===== src/rtl/aluf_pkg.sv =====
package aluf_pkg;
  localparam int OPW = 4;

  typedef enum logic [OPW-1:0] {
    OPC_ADD = 4'b1000,
    OPC_SUB = 4'b1001,
    OPC_AND = 4'b1010,
    OPC_OR  = 4'b1011,
    OPC_NOT = 4'b1100,
    OPC_XOR = 4'b1101,
    OPC_RND = 4'b1110,
    OPC_CMP = 4'b1111
  } aluf_op_e;

  typedef enum logic [1:0] {
    FK_NONE  = 2'd0,
    FK_ARITH = 2'd1,
    FK_LOGIC = 2'd2,
    FK_CMP   = 2'd3
  } flag_kind_e;
endpackage


===== src/rtl/aluf_addsub.sv =====
module aluf_addsub #(
  parameter int W = 32
) (
  input  logic [W-1:0] a,
  input  logic [W-1:0] b,
  input  logic         do_sub,
  output logic [W-1:0] sum,
  output logic         cflag,
  output logic         a_gt_b,
  output logic         a_eq_b
);
  localparam int EW = W + 1;

  logic [W-1:0] b_eff;
  logic [EW-1:0] wide;
  logic carry_out;

  always_comb begin
    b_eff = do_sub ? ~b : b;
    wide = {1'b0, a} + {1'b0, b_eff} + {{(EW-1){1'b0}}, do_sub};
    sum = wide[W-1:0];
    carry_out = wide[W];
    // For subtraction the borrow is the inverted carry
    cflag = do_sub ? ~carry_out : carry_out;
    a_eq_b = (a == b);
    a_gt_b = do_sub & carry_out & ~a_eq_b;
  end
endmodule


===== src/rtl/aluf_logic.sv =====
module aluf_logic #(
  parameter int W = 32
) (
  input  aluf_pkg::aluf_op_e op,
  input  logic [W-1:0]       a,
  input  logic [W-1:0]       b,
  output logic [W-1:0]       y
);
  import aluf_pkg::*;

  always_comb begin
    unique case (op)
      OPC_AND: y = a & b;
      OPC_OR:  y = a | b;
      OPC_XOR: y = a ^ b;
      OPC_NOT: y = ~a;
      default: y = '0;
    endcase
  end
endmodule


===== src/rtl/aluf_lfsr.sv =====
module aluf_lfsr #(
  parameter int          W    = 32,
  parameter logic [W-1:0] SEED = 32'hACE1_2468,
  parameter logic [W-1:0] TAPS = 32'h8020_0003
) (
  input  logic         clk,
  input  logic         rst,
  input  logic         step,
  output logic [W-1:0] word
);
  logic [W-1:0] state_q;
  logic fb;

  always_comb fb = ^(state_q & TAPS);

  always_ff @(posedge clk) begin
    if (rst) state_q <= SEED;
    else if (step) state_q <= {state_q[W-2:0], fb};
  end

  assign word = state_q;

  assert_lfsr_live_R6: assert property (@(posedge clk) disable iff (rst)
    state_q != '0);
  assert_lfsr_shift_R6: assert property (@(posedge clk) disable iff (rst)
    step |=> state_q[W-1:1] == $past(state_q[W-2:0]));
endmodule


===== src/rtl/alu_flag_unit.sv =====
module alu_flag_unit #(
  parameter int           DATA_W   = 32,
  parameter logic [31:0]  LFSR_SEED = 32'hACE1_2468,
  parameter logic [31:0]  LFSR_TAPS = 32'h8020_0003
) (
  input  logic              clk,
  input  logic              rst,
  input  logic              exec_en,
  input  logic              flag_wr,
  input  logic [3:0]        op_code,
  input  logic [DATA_W-1:0] opnd_a,
  input  logic [DATA_W-1:0] opnd_b,
  output logic [DATA_W-1:0] result,
  output logic              res_wr,
  output logic              flag_z,
  output logic              flag_c
);
  import aluf_pkg::*;

  aluf_op_e op;
  assign op = aluf_op_e'(op_code);

  logic [DATA_W-1:0] as_sum, lg_y, rnd_word, alu_y;
  logic as_c, as_gt, as_eq, do_sub, rnd_step, alu_wr;
  logic nz, nc, upd;
  flag_kind_e fk;

  aluf_addsub #(.W(DATA_W)) u_addsub (
    .a(opnd_a), .b(opnd_b), .do_sub(do_sub),
    .sum(as_sum), .cflag(as_c), .a_gt_b(as_gt), .a_eq_b(as_eq)
  );

  aluf_logic #(.W(DATA_W)) u_logic (
    .op(op), .a(opnd_a), .b(opnd_b), .y(lg_y)
  );

  aluf_lfsr #(.W(DATA_W), .SEED(LFSR_SEED[DATA_W-1:0]), .TAPS(LFSR_TAPS[DATA_W-1:0])) u_lfsr (
    .clk(clk), .rst(rst), .step(rnd_step), .word(rnd_word)
  );

  // Compare runs through the subtractor
  assign do_sub = (op == OPC_SUB) || (op == OPC_CMP);
  assign rnd_step = exec_en && (op == OPC_RND);

  always_comb begin
    alu_y = '0;
    alu_wr = 1'b0;
    fk = FK_NONE;
    unique case (op)
      OPC_ADD, OPC_SUB: begin alu_y = as_sum; alu_wr = 1'b1; fk = FK_ARITH; end
      OPC_AND, OPC_OR, OPC_XOR, OPC_NOT: begin alu_y = lg_y; alu_wr = 1'b1; fk = FK_LOGIC; end
      OPC_RND: begin alu_y = rnd_word; alu_wr = 1'b1; end
      OPC_CMP: fk = FK_CMP;
      default: ;
    endcase
  end

  always_comb begin
    nz = flag_z;
    nc = flag_c;
    case (fk)
      FK_ARITH: begin nz = (as_sum == '0); nc = as_c; end
      FK_LOGIC: begin nz = (lg_y == '0); nc = 1'b0; end
      FK_CMP:   begin nz = as_eq; nc = as_gt; end
      default: ;
    endcase
  end

  assign upd = exec_en && flag_wr && (fk != FK_NONE);

  always_ff @(posedge clk) begin
    if (rst) begin
      result <= '0;
      res_wr <= 1'b0;
      flag_z <= 1'b0;
      flag_c <= 1'b0;
    end else begin
      res_wr <= exec_en && alu_wr;
      if (exec_en) result <= alu_y;
      if (upd) begin
        flag_z <= nz;
        flag_c <= nc;
      end
    end
  end

  assert_flag_hold_R7: assert property (@(posedge clk) disable iff (rst)
    !(exec_en && flag_wr) |=> $stable({flag_z, flag_c}));
  assert_cmp_exclusive_R5: assert property (@(posedge clk) disable iff (rst)
    (exec_en && flag_wr && op == OPC_CMP) |=> !(flag_z && flag_c) && !res_wr);
  assert_logic_clears_c_R3: assert property (@(posedge clk) disable iff (rst)
    (exec_en && flag_wr && fk == FK_LOGIC) |=> !flag_c && (flag_z == (result == '0)));
  assert_arith_zero_R1: assert property (@(posedge clk) disable iff (rst)
    (exec_en && flag_wr && fk == FK_ARITH) |=> flag_z == (result == '0));
  assert_lfsr_still_R6: assert property (@(posedge clk) disable iff (rst)
    !(exec_en && op == OPC_RND) |=> $stable(rnd_word));
  assert_idle_nowr_R9: assert property (@(posedge clk) disable iff (rst)
    !exec_en |=> !res_wr && $stable(result));
endmodule


===== config.mk =====
export PLATFORM = sky130hd
export DESIGN_NAME = alu_flag_unit
export DESIGN_NICKNAME = d
export VERILOG_FILES = /design/src/rtl/aluf_pkg.sv /design/src/rtl/aluf_addsub.sv /design/src/rtl/aluf_logic.sv /design/src/rtl/aluf_lfsr.sv /design/src/rtl/alu_flag_unit.sv
export SDC_FILE = /design/constraint.sdc
export NUM_CORES = 1
export LEC_CHECK = 0
export ABC_CLOCK_PERIOD_IN_PS = 3800
export BUFFER_PORTS_ARGS = -buffer_cell sky130_fd_sc_hd__buf_2
export CAP_MARGIN = 40
export CELL_PAD_IN_SITES_DETAIL_PLACEMENT = 1
export CELL_PAD_IN_SITES_GLOBAL_PLACEMENT = 1
export CORE_ASPECT_RATIO = 0.6
export CORE_MARGIN = 3
export CORE_UTILIZATION = 40
export CTS_CLUSTER_DIAMETER = 60
export DETAILED_ROUTE_END_ITERATION = 10
export GPL_ROUTABILITY_DRIVEN = 0
export PLACE_DENSITY = 0.88
export SLEW_MARGIN = 20
export SYNTH_ARGS = -nofsm -noshare
export SYNTH_HDL_FRONTEND = slang
export SYNTH_HIERARCHICAL = 1
export SYNTH_SLANG_ARGS = --single-unit

===== constraint.sdc =====
create_clock -name clk -period 3.8 [get_ports clk]
set_clock_uncertainty 0.15 [all_clocks]
set_input_delay 0.19 -clock clk [delete_from_list [all_inputs] [get_ports clk]]
set_output_delay 0.19 -clock clk [all_outputs]
set_load 0.02 [all_outputs]

* Word level (Yosys, flattened, before mapping)
Cells that the tools add are included.
Cells by class: magnitude comparators 0, $mul 0, muxes and demuxes 8, shift operators 0, add/subtract/negate cells 2, divide/modulo/power cells 0, equal/unequal tests 12, bitwise logic cells 9, reduce and logical (&&, ||, !) cells 14
Operators by type and width (count):
- $pmux 32 s4 | 1
- $pmux 32 s3 | 1
- $logic_not 32->1 | 2
- $not 32->32 | 2
- $add 32x32->33 | 1
- $add 33x1->33 | 1
- $and 32x32->32 | 1
- $eq 32x32->1 | 1
- $eq 4x4->1 const B | 8
- $mux 32 | 1
- $or 32x32->32 | 1
- $reduce_xor 32->1 | 1
- $xor 32x32->32 | 1
- $reduce_or 7->1 | 1
- $pmux 1 s3 | 2
- $pmux 2 s3 | 1
- $eq 2x2->1 const B | 2
- $logic_and 1x1->1 | 4
- $reduce_or 4->1 | 1
- $reduce_bool 3->1 | 1
- $and 1x1->1 | 2
- $eq 2x1->1 const B | 1
- $mux 1 | 2
- $not 1->1 | 2
- 4 further kinds | 4
Storage, ports and cells: memories 0, input port bits 72, RAM bits 0, register bits after elaboration 67, logic and storage cells 50, latch bits 0, ROM bits 0

* Logic depth before layout (Yosys ltp)
depth in word-level cells 8, mapped depth 19

* Modules after synthesis
Netlist, hierarchy kept.
By module, submodules not included:
- aluf_addsub | area an instance 2541.2 sq um, seq. area each 0.0 sq um, instances 1, cells each 347
- aluf_logic | area an instance 2095.8 sq um, seq. area each 0.0 sq um, instances 1, cells each 310
- alu_flag_unit | area an instance 1831.8 sq um, seq. area each 700.7 sq um, instances 1, cells each 224
- aluf_lfsr | area an instance 1221.2 sq um, seq. area each 640.6 sq um, instances 1, cells each 108

* Worst setup path after synthesis
OpenSTA, ideal clock, no wires.
path kind input to register, start point input op_code[1], end point register flag_z, arrival time 3.819 ns, slack -0.255 ns, stages on the path 18, cell sequence xnor2_1 and3_1 buf_2 buf_1 xor2_1 ha_1 a21oi_1 o22ai_1 or4_4 nand3_2 a41oi_2 a31oi_1 xnor2_1 nor4_1 nand4_1 nor3_1 a211oi_1 a211oi_1
On the way: word-level cells in the longest chain between the ends 7
RTL lines:
- start, declared | line alu_flag_unit.sv:10 | input logic [3:0] op_code,
- $eq 4x4->1 | line alu_flag_unit.sv:42 | assign do_sub = (op == OPC_SUB) || (op == OPC_CMP);
- $logic_or 1x1->1 * | line alu_flag_unit.sv:42
- named net do_sub | line alu_flag_unit.sv:24 | logic as_c, as_gt, as_eq, do_sub, rnd_step, alu_wr;
- $mux 32 | line aluf_addsub.sv:19 | b_eff = do_sub ? ~b : b;
- $add 32x32->33 | line aluf_addsub.sv:20 | wide = {1'b0, a} + {1'b0, b_eff} + {{(EW-1){1'b0}}, do_sub};
- $add 33x1->33 * | line aluf_addsub.sv:20
- named net as_sum[25] | line alu_flag_unit.sv:23 | logic [DATA_W-1:0] as_sum, lg_y, rnd_word, alu_y;
- $logic_not 32->1 * | line alu_flag_unit.sv:62 | FK_ARITH: begin nz = (as_sum == '0); nc = as_c; end
- $pmux 1 s3 * | line alu_flag_unit.sv:61 | case (fk)
- end signal, assigned | line alu_flag_unit.sv:81 | flag_z <= nz;
- end, declared | line alu_flag_unit.sv:15 | output logic flag_z,
The timed path passes the listed nets; every way through them passes the cells marked *. A chain may end at the register's enable or synchronous reset.

* Worst setup path after layout
start point input op_code[2], end point register flag_z
The elaborated chain is that of the path after synthesis.

==> impl_results.md <==
- Outcome: finished with violations
- Failing checks: negative setup slack
- Initial Utilization: 0.417
- Clock sinks: between 60 and 70
- Pint: roughly 2.1 mW
- Setup Viol. Count Final: 7
- FF-to-FF Start: u_lfsr/word[1]
- Die area: 21000 sq um
- Gate Count Post-Synth: 989
- WP data required: 3.87 ns
- R2R cell count: 2
- Slew margin rel.: 0.416
- Async SR Flop Fraction: 0
- Placed Cells: 1412
- WP data arrival: ~4.3 ns
- Global-route wire length before repair: approximately 52 mm
- Vias: 9427
- Count leader, synth: nand2_1
- Detailed-route DRC error count: 0
- Cell taking the most area after synthesis: dfxtp_1
- Sequential area share after synthesis: 0.174
- Floorplan core area: 18400 sq um
- Switching Power: 1.44 mW
- Kind of critical path: input pin to register
- Worst Max-Slew Pin Slew: 0.874 ns
- Clk pin slew, worst setup/hold paths: 0.06 ns
- Post-DP HPWL: 24.9 mm
- Ratio of cells with drive above 1 in the final layout: 0.329
- Layout Nets: 1381
- Worst Setup Start Kind: input pin
- Synth area leaders: dfxtp_1 (17%), ha_1 (16%), xor2_1 (8.3%)
- Max VDD drop: 0.000278 V
- Hold_sp: exec_en
- Cell mode on critical path: a211oi_1
- Die width: between 150 and 200 um
- N_diodes: 0
- Total CTS buffers: 9
- Antenna violations before repair: 1
- Filler Cell Count: 2261
- PnR worst setup slack: -0.473 ns
- Largest net degree at the start of global routing: 69
- R2R Path End: u_lfsr/word[0]
- Power density cells: ~340 nW/um^2
- Adder-cell share of the synthesized area: 0.159
- Fin crit period: between 4 and 5 ns
- Logic pwr share: 0.546
- CP cell instances: buf_8 -> xnor2_4 -> and3_4 -> buf_4 -> buf_12 -> xor2_2 -> ha_2 -> a21o_1 -> a21oi_2 -> nor2_1 -> a311o_1 -> a221o_1 -> a21oi_1 -> xnor2_1 -> nor4_1 -> nand4_1 -> nor3_2 -> a211oi_1 -> a211oi_1
- TritonCTS clock tree: built
- CP max FO: 13
- FP Rows: 38
- Simple logic cell fraction of the synthesized area: 0.189
- Crit. End Element: register
- Global Route Usage Sum: 0.314
- Worst skew pair latency: 0.33 ns
- Worst Hold End: res_wr
- H-tree depth: 3
- Die height: 113 um
- Mux share of post-synthesis cell area: 0.0316
- Top_reg_cell synth: dfxtp_1
- Vias in the first global route: 9216
- Via/cell ratio: approximately 6.5
- Remaining antenna violation count: 0
- Largest family of logic cells by synthesized area: compound AO/OA/AOI/OAI gates
- Hold path cells: 3
- Final WL: 39.8 mm
- Number of synthesized flops with an enable pin: 0
- Avg Cell Area, Syn: 7.78 sq um
- Syn nets: 1158
- Slowest stage cell, crit path: ha_2
- Top cells by count, synth: nand2_1 (117), ha_1 (96), nor2_1 (81)
- Hold_buf cts: 0
- Slew Viols, Final: 0
- Switching Share: 0.411
- Compound-Gate Fraction of Synth Area: 0.251
- Total grt overflow: 0
- WHS: 0.0936 ns
- Clk pwr share: 0.247
- Port bufs: 106
- Routed length per instance: 27.3 um
- Area growth from synthesis to layout: 35.0%
- Pre-antenna DRT Iters: 6
- Fin crit share: 1.12
- Max cap viols: 0
- Peak Freq: 0.234 GHz
- Clock Path Buffers: 2
- # IOs: 107
- Yosys warns: 6
- Flop pwr share: 0.207
- Starting DRT DRC Count: 1127
- Mapped Area: 7690 sq um
- Setup_tns: -0.752 ns
- Layout Cells excl Fill: 1457
- Final Hold Vio Count: 0
- Pleak: approximately 5 nW
- Post-synthesis xor/xnor area fraction: 0.108
- Type of the tightest min-delay check: input pin to register
- Post-layout util: 0.563
- Seq cells post-synth: 67
- Clock root cell: clkbuf_16
- CP max stage delay: about 0.38 ns
- Flop2flop setup slack: 2.48 ns
- RSZ-0062 raised after global routing: true
- Synth cell types: between 60 and 70
- Post-synth top area share: 0.174
cell usage in the layout (no fill, tap or decap), types with 17 or more instances in the layout:
cell and count:
inv_1 76, nor2b_1 17, nor2_1 76, xor2_1 63
buf_2 103, a21oi_1 50, o21ai_1 29, a22o_1 32
o22ai_1 23, mux2i_1 22, dfxtp_1 67, a211o_1 17
nand2_1 115, nor4_1 17, a22oi_1 32, ha_1 86
buf_4 149
kinds of logic after synthesis:
family / count (synthesis)
and+or+nand+nor: 305
AOI/OAI and AO/OA: 270
buffers and inverters: 134
adders and majority gates: 97
xor gates and xnor gates: 93
DFF: 67
muxes: 23
critical path, delay by kind of cell:
family,cells,cell delay [ns]
AO/OA/AOI/OAI,7,1.73
buffers and inverters,3,0.43
adder cells (fa/ha/maj),1,0.38
XOR/XNOR,3,0.53
AND/OR/NAND/NOR,5,1.06
repair_timing:
action	CTS	global route
endpoints found under the setup margin	9	8
setup buffers	12	16
pin swaps	28	42
cloned	2	0
endpoints found under the hold margin	0	0
gates resized for setup	39	71
power groups by stage:
stage / Combinational (mW) / Sequential (mW) / Clock [mW]
CTS: 1.56 / 0.725 / 0.863
finish: 1.91 / 0.726 / 0.865
global route: 1.97 / 0.727 / 0.904
floorplan: 0.757 / 0.748 / 0
global placement: 1.38 / 0.739 / 0
detailed placement: 1.47 / 0.740 / 0
registers in the layout (all words and copies together), names as in the netlist:
name / cells
flag_c: 1
result: 32
flag_z: 1
u_lfsr/word: 32
res_wr: 1
through the flow:
| stage | setup WS (ns) | area, sq um | total power, mW |
|---|---|---|---|
| after global placement | -0.572 | 9190 | 2.12 |
| after floorplan | 0.0259 | 7700 | 1.51 |
| after global routing | -0.489 | 10400 | 3.60 |
| final | -0.473 | 10400 | 3.50 |
| after detailed placement | -0.897 | 9220 | 2.21 |
| after CTS | -0.0108 | 9870 | 3.15 |
per-layer routing:
| layer | wire, um | GRT usage | vias up |
|---|---|---|---|
| met3 | 4060 | 0.0733 | 261 |
| li1 | - | - | 3924 |
| met2 | 17300 | 0.513 | 739 |
| met1 | 15300 | 0.402 | 4501 |
| met4 | 3150 | 0.127 | 2 |
| met5 | 11 | 0 | - |
area by class of cell:
| class | instances | area, sq um | area share |
|---|---|---|---|
| tap | 240 | 300 | 0.0289 |
| clock buffer | 11 | 253 | 0.0243 |
| inverter | 78 | 293 | 0.0282 |
| multi-input combinational | 788 | 6240 | 0.601 |
| clock inverter | 5 | 61.3 | 0.00591 |
| timing repair buffer | 268 | 1890 | 0.182 |
| sequential | 67 | 1340 | 0.129 |
worst max path at each step:
stage	start	to	slack, ns	cells after the start
final	op_code[2]	flag_z	-0.47	19
after global routing	op_code[2]	flag_z	-0.49	19
after CTS	op_code[2]	flag_z	-0.01	18
after detailed placement	op_code[1]	flag_z	-0.90	19
after global placement	op_code[1]	flag_z	-0.57	18
after floorplan	op_code[1]	flag_z	0.03	18
(Power assumes the default switching activity.)
